**src/rtl/hdr_crc_pkg.sv**
```systemverilog
package hdr_crc_pkg;

    typedef enum logic [2:0] {
        ST_IDLE,
        ST_RD_HI,
        ST_RD_LO,
        ST_FOLD,
        ST_WR_HI,
        ST_WR_LO,
        ST_FIN
    } eng_state_e;

    localparam logic [15:0] CRC_SEED = 16'hFFFF;

    // Nibble-wise fold of one 16-bit word into the running checksum
    function automatic logic [15:0] crc_fold(input logic [15:0] prev,
                                             input logic [15:0] word);
        logic [15:0] mix;
        logic [15:0] lo_nib;
        logic [15:0] hi_nib;
        mix    = prev ^ word;
        lo_nib = {12'h000, mix[3:0]};
        hi_nib = {12'h000, mix[7:4] ^ mix[3:0]};
        return (prev >> 8) ^ (lo_nib << 3) ^ (lo_nib << 8)
               ^ hi_nib ^ (hi_nib << 7) ^ (hi_nib << 12);
    endfunction

endpackage

```
**src/rtl/hdr_crc_ctrl.sv**
```systemverilog
module hdr_crc_ctrl
    import hdr_crc_pkg::*;
#(
    parameter int ADDR_W = 8
) (
    input  logic              clk,
    input  logic              rst,
    input  logic              start,
    input  logic [ADDR_W-1:0] base_addr,
    input  logic [ADDR_W-1:0] byte_count,
    input  logic [ADDR_W-1:0] dest_addr,
    output eng_state_e        state,
    output logic [ADDR_W-1:0] base_q,
    output logic [ADDR_W-1:0] idx_q,
    output logic [ADDR_W-1:0] dest_q,
    output logic              tail_q,
    output logic              load
);

    localparam logic [ADDR_W-1:0] STEP = ADDR_W'(1);

    eng_state_e        state_q;
    logic [ADDR_W-1:0] pairs_q;
    logic              odd_q;
    logic [ADDR_W-1:0] pairs_in;
    logic [ADDR_W-1:0] idx_nx;

    assign pairs_in = {byte_count[ADDR_W-1:1], 1'b0};
    assign idx_nx   = idx_q + STEP;
    assign load     = (state_q == ST_IDLE) && start;
    assign state    = state_q;

    always_ff @(posedge clk) begin
        if (rst) begin
            state_q <= ST_IDLE;
            base_q  <= '0;
            dest_q  <= '0;
            pairs_q <= '0;
            idx_q   <= '0;
            odd_q   <= 1'b0;
            tail_q  <= 1'b0;
        end else begin
            case (state_q)
                ST_IDLE: begin
                    if (start) begin
                        base_q  <= base_addr;
                        dest_q  <= dest_addr;
                        pairs_q <= pairs_in;
                        odd_q   <= byte_count[0];
                        idx_q   <= '0;
                        if (pairs_in != '0) begin
                            tail_q  <= 1'b0;
                            state_q <= ST_RD_HI;
                        end else if (byte_count[0]) begin
                            tail_q  <= 1'b1;
                            state_q <= ST_RD_HI;
                        end else begin
                            tail_q  <= 1'b0;
                            state_q <= ST_WR_HI;
                        end
                    end
                end
                ST_RD_HI: state_q <= ST_RD_LO;
                ST_RD_LO: state_q <= ST_FOLD;
                ST_FOLD: begin
                    if (!tail_q && (idx_nx < pairs_q)) begin
                        idx_q   <= idx_nx;
                        state_q <= ST_RD_HI;
                    end else if (!tail_q && odd_q) begin
                        idx_q   <= idx_nx;
                        tail_q  <= 1'b1;
                        state_q <= ST_RD_HI;
                    end else begin
                        state_q <= ST_WR_HI;
                    end
                end
                ST_WR_HI: state_q <= ST_WR_LO;
                ST_WR_LO: state_q <= ST_FIN;
                ST_FIN:   state_q <= ST_IDLE;
                default:  state_q <= ST_IDLE;
            endcase
        end
    end

    // a start while a job runs must not disturb the captured operands
    a_r8_start_ignored_busy: assert property (@(posedge clk) disable iff (rst)
        (state_q != ST_IDLE && start) |=> ($stable(base_q) && $stable(dest_q)));

endmodule

```
**src/rtl/hdr_crc_accum.sv**
```systemverilog
module hdr_crc_accum
    import hdr_crc_pkg::*;
(
    input  logic        clk,
    input  logic        rst,
    input  logic        load,
    input  logic        cap_hi,
    input  logic        fold,
    input  logic        tail,
    input  logic [7:0]  rd_data,
    output logic [15:0] crc
);

    logic [15:0] crc_q;
    logic [7:0]  hi_q;
    logic [15:0] word;

    assign word = {hi_q, tail ? 8'h00 : rd_data};
    assign crc  = crc_q;

    always_ff @(posedge clk) begin
        if (rst) begin
            crc_q <= CRC_SEED;
            hi_q  <= '0;
        end else if (load) begin
            crc_q <= CRC_SEED;
        end else begin
            if (cap_hi) hi_q  <= rd_data;
            if (fold)   crc_q <= crc_fold(crc_q, word);
        end
    end

endmodule

```
**src/rtl/hdr_crc_port.sv**
```systemverilog
module hdr_crc_port
    import hdr_crc_pkg::*;
#(
    parameter int ADDR_W = 8
) (
    input  logic              clk,
    input  logic              rst,
    input  eng_state_e        state,
    input  logic [ADDR_W-1:0] base_q,
    input  logic [ADDR_W-1:0] idx_q,
    input  logic [ADDR_W-1:0] dest_q,
    input  logic              tail_q,
    input  logic [15:0]       crc,
    output logic              rd_en,
    output logic              wr_en,
    output logic [ADDR_W-1:0] addr,
    output logic [7:0]        wr_data
);

    localparam logic [ADDR_W-1:0] STEP = ADDR_W'(1);

    logic [ADDR_W-1:0] rd_ptr;
    assign rd_ptr = base_q + idx_q;

    always_comb begin
        rd_en   = 1'b0;
        wr_en   = 1'b0;
        addr    = '0;
        wr_data = 8'h00;
        case (state)
            ST_RD_HI: begin
                rd_en = 1'b1;
                addr  = rd_ptr;
            end
            ST_RD_LO: begin
                rd_en = !tail_q;
                addr  = rd_ptr + STEP;
            end
            ST_WR_HI: begin
                wr_en   = 1'b1;
                addr    = dest_q;
                wr_data = crc[15:8];
            end
            ST_WR_LO: begin
                wr_en   = 1'b1;
                addr    = dest_q + STEP;
                wr_data = crc[7:0];
            end
            default: ;
        endcase
    end

    // shared port never carries a read and a write together
    a_r9_no_rd_wr_overlap: assert property (@(posedge clk) disable iff (rst)
        !(rd_en && wr_en));

    // the second read of a step is one byte above the first
    a_r4_low_byte_next: assert property (@(posedge clk) disable iff (rst)
        (rd_en && $past(rd_en) && $past(state) == ST_RD_HI)
        |-> addr == $past(addr) + STEP);

endmodule

```
**src/rtl/hdr_crc_engine.sv**
```systemverilog
module hdr_crc_engine
    import hdr_crc_pkg::*;
#(
    parameter int ADDR_W = 8
) (
    input  logic              clk,
    input  logic              rst,
    input  logic              start,
    input  logic [ADDR_W-1:0] base_addr,
    input  logic [ADDR_W-1:0] byte_count,
    input  logic [ADDR_W-1:0] dest_addr,
    output logic              mem_rd_en,
    output logic              mem_wr_en,
    output logic [ADDR_W-1:0] mem_addr,
    output logic [7:0]        mem_wr_data,
    input  logic [7:0]        mem_rd_data,
    output logic              busy,
    output logic              done
);

    localparam logic [ADDR_W-1:0] STEP = ADDR_W'(1);

    eng_state_e        state;
    logic [ADDR_W-1:0] base_q;
    logic [ADDR_W-1:0] idx_q;
    logic [ADDR_W-1:0] dest_q;
    logic              tail_q;
    logic              load;
    logic [15:0]       crc;

    hdr_crc_ctrl #(.ADDR_W(ADDR_W)) u_ctrl (
        .clk        (clk),
        .rst        (rst),
        .start      (start),
        .base_addr  (base_addr),
        .byte_count (byte_count),
        .dest_addr  (dest_addr),
        .state      (state),
        .base_q     (base_q),
        .idx_q      (idx_q),
        .dest_q     (dest_q),
        .tail_q     (tail_q),
        .load       (load)
    );

    hdr_crc_accum u_accum (
        .clk     (clk),
        .rst     (rst),
        .load    (load),
        .cap_hi  (state == ST_RD_LO),
        .fold    (state == ST_FOLD),
        .tail    (tail_q),
        .rd_data (mem_rd_data),
        .crc     (crc)
    );

    hdr_crc_port #(.ADDR_W(ADDR_W)) u_port (
        .clk     (clk),
        .rst     (rst),
        .state   (state),
        .base_q  (base_q),
        .idx_q   (idx_q),
        .dest_q  (dest_q),
        .tail_q  (tail_q),
        .crc     (crc),
        .rd_en   (mem_rd_en),
        .wr_en   (mem_wr_en),
        .addr    (mem_addr),
        .wr_data (mem_wr_data)
    );

    assign busy = (state != ST_IDLE);
    assign done = (state == ST_FIN);

    // completion pulse lasts one cycle and follows a write
    a_r7_done_single: assert property (@(posedge clk) disable iff (rst)
        done |=> !done);
    a_r7_done_after_write: assert property (@(posedge clk) disable iff (rst)
        done |-> $past(mem_wr_en));

    // the high-byte write is followed at once by the low-byte write
    a_r6_write_pair: assert property (@(posedge clk) disable iff (rst)
        (mem_wr_en && !$past(mem_wr_en))
        |=> (mem_wr_en && mem_addr == $past(mem_addr) + STEP));

endmodule

```
**config.mk**
```make
export PLATFORM = sky130hd
export DESIGN_NAME = hdr_crc_engine
export DESIGN_NICKNAME = d
export VERILOG_FILES = /design/src/rtl/hdr_crc_pkg.sv /design/src/rtl/hdr_crc_ctrl.sv /design/src/rtl/hdr_crc_accum.sv /design/src/rtl/hdr_crc_port.sv /design/src/rtl/hdr_crc_engine.sv
export SDC_FILE = /design/constraint.sdc
export NUM_CORES = 1
export LEC_CHECK = 0
export ABC_AREA = 1
export BUFFER_PORTS_ARGS = -buffer_cell sky130_fd_sc_hd__buf_2
export CAP_MARGIN = 5
export CORE_MARGIN = 2
export CORE_UTILIZATION = 50
export DETAILED_ROUTE_END_ITERATION = 10
export GPL_TIMING_DRIVEN = 0
export HOLD_SLACK_MARGIN = 0.12
export PLACE_DENSITY = 0.73
export SLEW_MARGIN = 20
export SYNTH_ARGS = -nofsm -noshare
export SYNTH_HDL_FRONTEND = slang
export SYNTH_HIERARCHICAL = 1
export SYNTH_SLANG_ARGS = --single-unit
```
**constraint.sdc**
```tcl
create_clock -name clk -period 2.5 [get_ports clk]
set_clock_uncertainty 0.05 [all_clocks]
set_input_delay 0 -clock clk [delete_from_list [all_inputs] [get_ports clk]]
set_output_delay 0 -clock clk [all_outputs]
set_load 0.01 [all_outputs]
```
After elaboration in Yosys (flattened, before gate mapping):

Cells that the tools add are included.

* register bits: 52
* bits in latches: 0
* bits in writable memories: 0
* ROM bits: 0
* output and inout bits: 20
* word-level logic and storage cells: 64
* memories kept: 0

* add/subtract/negate cells: 4
* multiply operators: 0
* divide/modulo/power cells: 0
* order comparisons: 1
* eq/ne operators: 10
* shifts and indexed selects: 0
* multiplexer cells: 21
* bitwise logic cells: 7
* reduce and logical (&&, ||, !) cells: 13

Operators with widths (count)
* 8-bit two-way mux: 4
* 8-bit one-hot mux with 2 select lines: 2
* 8-bit one-hot mux with 4 select lines: 1
* 8-bit by 1-bit adder with 8-bit output (second input constant): 3
* 3-bit one-hot mux with 6 select lines: 1
* 16-bit by 11-bit XOR with 16-bit output: 1
* 16-bit by 12-bit XOR with 16-bit output: 1
* 16-bit XOR: 1
* 16-bit by 4-bit XOR with 16-bit output: 1
* 3-bit two-way mux: 5
* 3-bit == test (second input constant): 3
* 8-bit adder: 1
* 8-bit less-than comparator: 1
* 8-bit nonzero test: 1
* 8-bit by 7-bit XOR with 8-bit output: 1
* 8-bit XOR: 1
* 3-bit by 2-bit == test with 1-bit output (second input constant): 2
* 1-bit two-way mux: 6
* 2-bit inequality test (second input constant): 3
* 1-bit one-hot mux with 2 select lines: 2
* 4-bit AND reduction: 1
* 2-bit OR reduction: 2
* 4-bit XOR: 1
* 3-bit by 1-bit == test with 1-bit output (second input constant): 1
* 8 further kinds: 10

Longest topological paths before layout:

* word-level depth: 7
* mapped depth: 17
* depth with buffers taken out: 16

Hierarchy:

Netlist, hierarchy kept.

Modules (own cells, without submodules)
* hdr_crc_ctrl: instances 1, cells an instance 255, area each 1808.0 µm², seq. area each 720.7 µm²
* hdr_crc_accum: instances 1, cells an instance 166, area each 1011.0 µm², seq. area each 320.3 µm²
* hdr_crc_port: instances 1, cells an instance 177, area each 957.2 µm², seq. area each 0.0 µm²
* hdr_crc_engine: instances 1, cells an instance 9, area each 33.8 µm², seq. area each 0.0 µm²

Worst setup path after synthesis:

OpenSTA, ideal clock, no wires.

* path type: flip-flop to flip-flop
* start: register u_ctrl.idx_q[0]
* end: register u_ctrl.idx_q[2]
* data arrival time: 2073 ps
* required time: 2335 ps
* setup slack: 262 ps
* cell stages (with the launch flop): 17
* buffers on the path: 1
* cells stage by stage: dfxtp_1 > ha_1 > nand2_1 > inv_1 > nand4_1 > xor2_1 > inv_1 > ha_1 > nand2_1 > inv_1 > a21oi_2 > nand3_1 > nand2_1 > nand2_4 > buf_6 > a21oi_1 > nor2_1

* cells in the longest elaborated chain, start to end: 5

RTL lines
* from (decl): RTL line hdr_crc_ctrl.sv:14 `output logic [ADDR_W-1:0] idx_q,`
* from (signal assigned): RTL line hdr_crc_ctrl.sv:67 `idx_q <= idx_nx;`
* from (signal assigned): RTL line hdr_crc_ctrl.sv:70 `idx_q <= idx_nx;`
* 8-bit by 1-bit adder with 8-bit output *: RTL line hdr_crc_ctrl.sv:29 `assign idx_nx = idx_q + STEP;`
* 8-bit less-than comparator: RTL line hdr_crc_ctrl.sv:66 `if (!tail_q && (idx_nx < pairs_q)) begin`
* 1-bit logical AND: RTL line hdr_crc_ctrl.sv:66
* 3-bit inequality test (no line) or 8-bit two-way mux (tied branches)
* 3-bit AND reduction (no line) or 8-bit one-hot mux with 2 select lines (tied branches)

Every way passes the cells marked *; elsewhere a longest branch is shown, timed or not. The select of a mux whose other input is x is not followed.
A chain may end at the register's enable or synchronous reset.

Final worst setup path:

* start: register u_ctrl.idx_q[0]
* end: register u_ctrl.idx_q[1]

Same word-level chain as after synthesis.

==> results.toml <==
[outcome]
status = "complete, no violations"

[routing]
firstDrtPassIters = 5
wl_met3_um = 527
detail-route-antenna-nets = 0
drtIter0Drc = 224
dr.max_layer_used = "met4"
vias = 4257
dr_wl_met2_um = 5430
wl_per_cell_um = 13.7
drt-total-wl_um = 11000
wl_met1_um = 4850
drcViolationCount = 0
via_per_inst = 5.31

[clock_network]
htree_levels = 2
clock-sinks = 52
cts_buffers = 5
worstSkewPairLatency_ns = 0.32
tritoncts = "built"
clock_path_buffers = 2
root_buffer = "clkbuf_8"
clk_pin_slew_worst_paths_ns = 0.10

[cells_and_area]
regArea_um2 = 1050
final_util = 0.657
drive_above_1_share = 0.234
multi_input_area_um2 = 2470
diodes = 0
n_fill_cell = 644
nets = 752
fin_area_um2 = 4820
syn2layout_area_growth_pct = 26.6

[setup_path]
worstSetupPathType = "reg -> reg"
crit_slowest_cell = "dfxtp_4"
reg2reg_depth = 15
path_cells = "ha_4, nand2_2, inv_2, nand4_1, xor2_2, inv_1, ha_1, nand2_1, inv_1, a21oi_2, nand3_2, nand2_4, nand2_8, a21oi_2, nor2_1"
r2r-start = "u_ctrl/idx_q[0]"
startpoint = "u_ctrl/idx_q[0]"
crit_family = "simple AND/OR/NAND/NOR gates"
cp.arrival_ns = 2.64
slowest_delay_ns = 0.40
worst-path-buf-inv = 3
worstPathRequired_ns = 2.66
worst-path-max-fanout = 5
crit_cells = 15
cp-end-kind = "register"
crit_path_start_kind = "register"

[place]
place_worst_setup_slack_ns = -0.187
hpwlAfterDp_um = 7870
port_buffers = 54
gp_congestion = 0.901
placed_cell_area_um2 = 4200

[power]
power_density_nw_per_um2 = 578
p_leak_nw = 2.44
finalPower_mw = 2.79
vdd_drop_max_v = 0.000289

[floorplanning]
dieArea_um2 = 8330
die_h_um = 91.3
row_count = 31
boundaryPins = 55
dieWidth_um = 91.3
start_util = 0.519
core_um2 = 7330

[global_routing]
gr-total-overflow = 0
track_usage = 0.256
grt_pass1_wl_um = 17600
grt_max_degree = 18
antenna_found_initial = 0
grt_pass1_vias = 3940

[synthesis]
ys_warn_count = 6
synth_cells = 606
synth_nets = 657
syn-cell-area_um2 = 3810
synth_area_per_cell_um2 = 6.28

[hold_path]
min_from = "mem_rd_data[5]"
hold_depth = 7
hold_class = "in -> reg"

[timing]
tightest_slew_ns = 0.631
slew_viol_final = 0
finalCritPeriodShare = 0.993
report.final.setup_viol = 0
maxSlewHeadroom = 0.578
rsz0062_at_grt = "true"
layout_setup_ws_ns = 0.0166
hold_violations = 0
fin_setup_tns_ns = 0
fin_crit_ns = 2.48
fmaxAchievable_mhz = 403

[job]
drv_cap = 0
cell usage in the layout, fill, tap and decap left out, drive strengths merged, types with 9 or more instances in the layout:
cell type,count
a21oi,40
buf,74
clkbuf,9
dfxtp,52
dlygate4sd3,28
ha,15
inv,90
nand2,172
nand3,72
nor2,72
o21ai,31
stage by stage:
step / instances / hold slack (ns)
CTS: 795 / 0.152
detailed placement: 759 / 0.169
floorplan: 606 / 0.0285
global route: 801 / 0.220
global placement: 759 / 0.169
finish: 801 / 0.164
report_power, final:
part | switching [mW] | total, mW | internal [mW] | leakage (nW)
Sequential | 0.0991 | 1.01 | 0.915 | 0.430
Clock | 0.303 | 0.631 | 0.328 | 0.0614
Combinational | 0.702 | 1.14 | 0.440 | 1.95
Total | 1.10 | 2.79 | 1.68 | 2.44
area by class of cell:
cell class                 count  share of cell area
timing repair buffer          87               0.122
buffer                        18              0.0260
multi-input combinational    446               0.512
clock buffer                   6              0.0171
tap                           99              0.0257
sequential                    52               0.218
clock inverter                 2             0.00805
inverter                      91              0.0709
final timing paths:
kind                            end  slack (ns)
setup reg to reg    u_ctrl/idx_q[1]        0.02
setup / recovery    u_ctrl/idx_q[1]        0.02
hold reg to reg   u_ctrl/pairs_q[4]        0.42
hold / removal      u_accum/crc[13]        0.16
worst reg2reg max path: cells and delay by family, from the launching register on:
family,cells,cell delay [ns]
AO/OA/AOI/OAI,2,0.37
XOR/XNOR,1,0.23
adder cells (fa/ha/maj),2,0.42
buffers and inverters,3,0.19
flip-flops,1,0.40
AND/OR/NAND/NOR,7,0.71
per-layer routing:
metal	GRT usage	vias to the layer above
li1	-	2137
met1	0.324	1967
met2	0.463	136
met3	0.0307	17
met4	0.0619	0
met5	0	-
repair_timing:
item	in CTS	in global routing
setup buffers	1	4
endpoints found under the hold margin	33	0
cloned	0	2
hold buffers	28	0
setup endpoints to repair	13	16
pin swaps	5	15
resized for setup	13	32
registers in the layout, summed over array words and instances (netlist names):
signal / flops
u_ctrl/dest_q: 8
u_ctrl/odd_q: 1
u_accum/crc: 16
u_ctrl/tail_q: 1
u_ctrl/pairs_q: 7
u_ctrl/idx_q: 8
u_ctrl/state: 3
u_ctrl/base_q: 8
Power figures use the tool's default switching activity.
